===== config.mk =====
export PLATFORM = sky130hd
export DESIGN_NAME = cap_buf
export DESIGN_NICKNAME = d
export VERILOG_FILES = /design/src/rtl/cap_buf.sv
export SDC_FILE = /design/constraint.sdc
export NUM_CORES = 1
export LEC_CHECK = 0
export BUFFER_PORTS_ARGS = -buffer_cell sky130_fd_sc_hd__buf_2
export CORE_UTILIZATION = 55
export CTS_BUF_LIST = sky130_fd_sc_hd__clkbuf_8
export CTS_CLUSTER_DIAMETER = 30
export DETAILED_ROUTE_END_ITERATION = 12
export PLACE_DENSITY = 0.86
export SETUP_SLACK_MARGIN = 0.4
export SLEW_MARGIN = 10
export SYNTH_ARGS = -nofsm -noshare
export SYNTH_HDL_FRONTEND = slang
export SYNTH_SLANG_ARGS = --single-unit

===== constraint.sdc =====
create_clock -name clk -period 5.6 [get_ports clk]
set_clock_uncertainty 0.15 [all_clocks]
set_input_delay 1.12 -clock clk [delete_from_list [all_inputs] [get_ports clk]]
set_output_delay 1.12 -clock clk [all_outputs]
set_load 0.05 [all_outputs]

===== src/rtl/cap_buf.sv =====
module cap_buf #(
  parameter int DATA_W = 12,
  parameter int NWORDS = 8,
  parameter int DLY_W  = 16,
  parameter int ADDR_W = 6,
  parameter int BASE   = 16
) (
  input  logic              clk,
  input  logic              rst,
  input  logic [DATA_W-1:0] in_data,
  input  logic              in_valid,
  input  logic              in_sync,
  input  logic              bus_wr,
  input  logic              bus_rd,
  input  logic [ADDR_W-1:0] bus_addr,
  input  logic [DLY_W-1:0]  bus_wdata,
  output logic [31:0]       bus_rdata,
  output logic              bus_rvalid
);
  localparam int IW = (NWORDS > 1) ? $clog2(NWORDS) : 1;
  localparam logic [ADDR_W-1:0] A_ARM  = ADDR_W'(0);
  localparam logic [ADDR_W-1:0] A_SKIP = ADDR_W'(1);
  localparam logic [ADDR_W-1:0] A_STAT = ADDR_W'(2);

  typedef enum logic [2:0] {S_IDLE, S_WAIT, S_SKIP, S_CAP, S_DONE} st_t;

  st_t               st;
  logic [DLY_W-1:0]  skip_reg;
  logic [DLY_W-1:0]  skip_left;
  logic [IW-1:0]     wcnt;
  logic [DATA_W-1:0] mem [NWORDS];
  logic              mem_we;
  logic [IW-1:0]     mem_idx;
  logic              last_word;
  logic [3:0]        stat4;
  logic              arm_req;
  logic              ram_hit;
  logic [IW-1:0]     rd_idx;
  logic [31:0]       rd_mux;

  assign arm_req   = bus_wr && bus_addr == A_ARM && bus_wdata[0];
  assign stat4     = {st == S_DONE, st == S_CAP, st == S_SKIP, st == S_WAIT};
  assign last_word = int'(mem_idx) == NWORDS - 1;

  always_comb begin
    mem_we  = 1'b0;
    mem_idx = wcnt;
    case (st)
      S_WAIT: if (in_sync && skip_reg == '0 && in_valid) begin
        mem_we  = 1'b1;
        mem_idx = '0;
      end
      S_CAP: mem_we = in_valid;
      default: ;
    endcase
  end

  always_ff @(posedge clk) begin
    if (rst) begin
      st        <= S_IDLE;
      skip_reg  <= '0;
      skip_left <= '0;
      wcnt      <= '0;
    end else begin
      if (bus_wr && bus_addr == A_SKIP) skip_reg <= bus_wdata;
      case (st)
        S_IDLE, S_DONE: if (arm_req) begin
          st   <= S_WAIT;
          wcnt <= '0;
        end
        S_WAIT: if (in_sync) begin
          if (skip_reg == '0) begin
            if (mem_we) begin
              st   <= last_word ? S_DONE : S_CAP;
              wcnt <= IW'(1);
            end else begin
              st   <= S_CAP;
              wcnt <= '0;
            end
          end else begin
            skip_left <= skip_reg - DLY_W'(in_valid);
            st        <= (skip_reg == DLY_W'(1) && in_valid) ? S_CAP : S_SKIP;
          end
        end
        S_SKIP: if (in_valid) begin
          skip_left <= skip_left - DLY_W'(1);
          if (skip_left == DLY_W'(1)) st <= S_CAP;
        end
        S_CAP: if (in_valid) begin
          wcnt <= wcnt + IW'(1);
          if (last_word) st <= S_DONE;
        end
        default: st <= S_IDLE;
      endcase
    end
  end

  always_ff @(posedge clk) begin
    if (mem_we) mem[mem_idx] <= in_data;
  end

  assign ram_hit = int'(bus_addr) >= BASE && int'(bus_addr) < BASE + NWORDS;
  assign rd_idx  = IW'(int'(bus_addr) - BASE);

  always_comb begin
    rd_mux = '0;
    if (ram_hit)                 rd_mux = 32'(mem[rd_idx]);
    else if (bus_addr == A_SKIP) rd_mux = 32'(skip_reg);
    else if (bus_addr == A_STAT) rd_mux = 32'(stat4);
  end

  always_ff @(posedge clk) begin
    if (rst) begin
      bus_rvalid <= 1'b0;
      bus_rdata  <= '0;
    end else begin
      bus_rvalid <= bus_rd;
      if (bus_rd) bus_rdata <= rd_mux;
    end
  end
endmodule


==> metrics.txt <==
# resized after CTS 0; Crit Path Max Fanout 32; TritonCTS clock tree yes; Worst-path clk slew approximately 0.08 ns; simple-gate share of the synthesized area 0.136; CP bufs+invs 2; Layout area overhead 9.75%; sequential share of the synthesized area 0.572; crit path cell chain buf_2 -> or4_4 -> nor3b_4 -> buf_4 -> nand2_1 -> mux2i_1 -> nor2_1; fraction of layout cells with a size suffix above 1 0.232; Reg2Reg Depth 4; total placed instance area about 0.0073 sq mm; core footprint 0.0122 sq mm; Setup Fix Bufs, Post-CTS 0; Setup violations, final 0; DIE WIDTH roughly 110 um; die height about 110 um; hpwl dp around 11000 um; Final Hold Viols 0; Routed Antenna Nets 0; RePlAce Congestion between 0.8 and 0.9; XOR/XNOR Fraction of Synth Area 0.0176; leakage power approximately 2.6 nW; crit-path max cell delay roughly 0.61 ns; mux contribution to synthesized area 0.0998; largest net degree at the start of global routing 54; status complete, no violations; vias in the first global route between 4000 and 5000; Peak VDD IR 0.243 mV; Peak Freq 0.330 GHz; Synth area leader edfxtp_1; drc violations 0; CTS root buffer clkbuf_8; Post-Synth Adder-Cell Area 0.00898; Initial Util 0.573; Gate Count Post-Synth between 500 and 600; synthesized cell area 0.00697 sq mm; top-count cell post-synth edfxtp_1; max reg flops 96; Yosys reg bits about 150; fin area ~0.0076 sq mm; ranking of synthesized cells by area edfxtp_1, dfxtp_1, mux4_2; Worst-Skew Late Latency approximately 0.46 ns; CTS H-Tree Depth 4; Netlist cell types 60; Worst Path Arrival about 3.2 ns; register bank with the most flops mem; die area ~0.013 sq mm; CTS Buf Count 17; Final Cycle Share 0.541; unrepaired setup endpoints after global routing no; Tot GR Track Use 0.264; Post-synth EDFFs 96; main combinational cell family by area after synthesis simple AND/OR/NAND/NOR gates; average wire per standard cell 20.4 um; crit path kind input port to register; clk buf depth 2; Final WS setup roughly 2.6 ns; Port Buffer Count 56; Synth Area in Compound Gates 0.118; worst path required time roughly 5.8 ns; initial antenna violation count 4; Pwr Density approximately 310 mW/mm^2; first-pass GRT wire length 25200 um; clock sink total between 150 and 200; fill count about 900; synth warn 0; CP max stage cell or4_4; r2r startpoint st[0]; Top-Level Pins 73; async set-reset flop share out of synthesis 0; RR Endpoint mem[4][10]; crit-path leading delay family simple AND/OR/NAND/NOR gates; initial drt markers around 770; Max Cap Violations 0; via count 4959; crit path from bus_addr[2]; Hold Path Class register to register; Overflow after GRT 0; post-layout minimum cycle time about 3.0 ns; drt total wl 16300 um; std cell rows 40; post-synth top area share 0.414; Slew HR 0.194; Nets between 600 and 700; Final TNS setup 0 ns; Avg Cell Area, Syn between 10 and 15 sq um; Setup crit end skip_reg[0]; Slew Viols, Final 0; slew of the pin with the lowest slew margin approximately 1.2 ns; Crit path depth 7; vias per cell 6.21; Post-synth top cells edfxtp_1, dfxtp_1, a21oi_1, nand2_1, nor2_1; Critical Path Sink Type register; Startpoint Class input port; R2R Setup Slk 2.98 ns; Post-CTS Hold Buffers 0; Post-synth top flop edfxtp_1; DR pass1 iterations 5; pre-CTS setup slack about 2.1 ns
-- layout make-up --
class	count	area [sq um]	share of cell area
clock inverters	14	90.1	0.0118
diodes	3	7.51	0.000981
repair buffers	65	348	0.0455
flip-flops and latches	151	3980	0.521
multi-input cells	370	2730	0.356
clock buffers	18	248	0.0324
inverters	10	37.5	0.00491
well taps	168	210	0.0275
-- metrics by stage --
step	utilization	std cells	power, mW	hold WS (ns)
after floorplan	-	587	1.61	0.304
after global placement	0.601	764	1.67	0.309
after detailed placement	0.601	764	1.69	0.316
after CTS	0.628	796	2.40	0.332
after global routing	0.629	798	2.49	0.353
final	0.629	799	2.40	0.332
-- layer usage --
layer / share of wire / global-route usage / vias to the layer above
met1: 0.38 / 0.329 / 2398
met4: 0.046 / 0.167 / 2
met2: 0.49 / 0.411 / 253
met3: 0.088 / 0.0683 / 70
met5: 0.00080 / 0 / -
li1: - / - / 2236
-- report_power, final --
part	internal (mW)	leakage [nW]	switching [mW]	total [mW]
clock	0.313	0.174	0.408	0.721
combinational	0.155	1.15	0.275	0.429
sequential	1.21	1.31	0.0351	1.25
total	1.68	2.64	0.718	2.40
-- logic make-up after synthesis --
| kind of cell | after synthesis |
|---|---|
| simple gates | 174 |
| flops | 151 |
| compound gates | 123 |
| buf+inv | 66 |
| mux | 38 |
| xor+xnor | 14 |
| fa+ha+maj | 5 |
| other cells | 1 |
-- worst min-delay path by stage --
| stage | startpoint | cells past startpoint | to |
|---|---|---|---|
| 2_1_floorplan | skip_left[15] | 2 | skip_left[15] |
| 3_3_place_gp | skip_left[15] | 2 | skip_left[15] |
| 3_5_place_dp | bus_rdata[15] | 2 | bus_rdata[15] |
| 4_1_cts | bus_rdata[12] | 2 | bus_rdata[12] |
| 5_1_grt | bus_rdata[15] | 2 | bus_rdata[15] |
| 6_report | bus_rdata[15] | 2 | bus_rdata[15] |
-- cell usage in the layout (no fill, tap or decap), drive strengths merged, types with 5 or more instances in the layout --
master  instances
nor4            9
a22oi          15
inv            15
xnor2           9
a31oi           7
mux2           12
nand4           6
o211ai          9
nor3            9
nand2          40
xor2            5
clkbuf         18
a21oi          45
nand3b          6
dfxtp          55
nor2           37
a211oi          9
mux4           24
clkinv          6
nand2b          9
ha              5
or4             8
buf            65
nor3b           8
nand3          27
edfxtp         96
o21ai          15
conb           16
-- worst reg2reg max path: stages (launching register included) --
cell and delay (ns):
dfxtp_1 0.55, nand3b_1 0.22, or3_1 0.42, nor2_1 0.70, buf_4 0.30
Note: power is estimated with default switching activity, not from simulation.
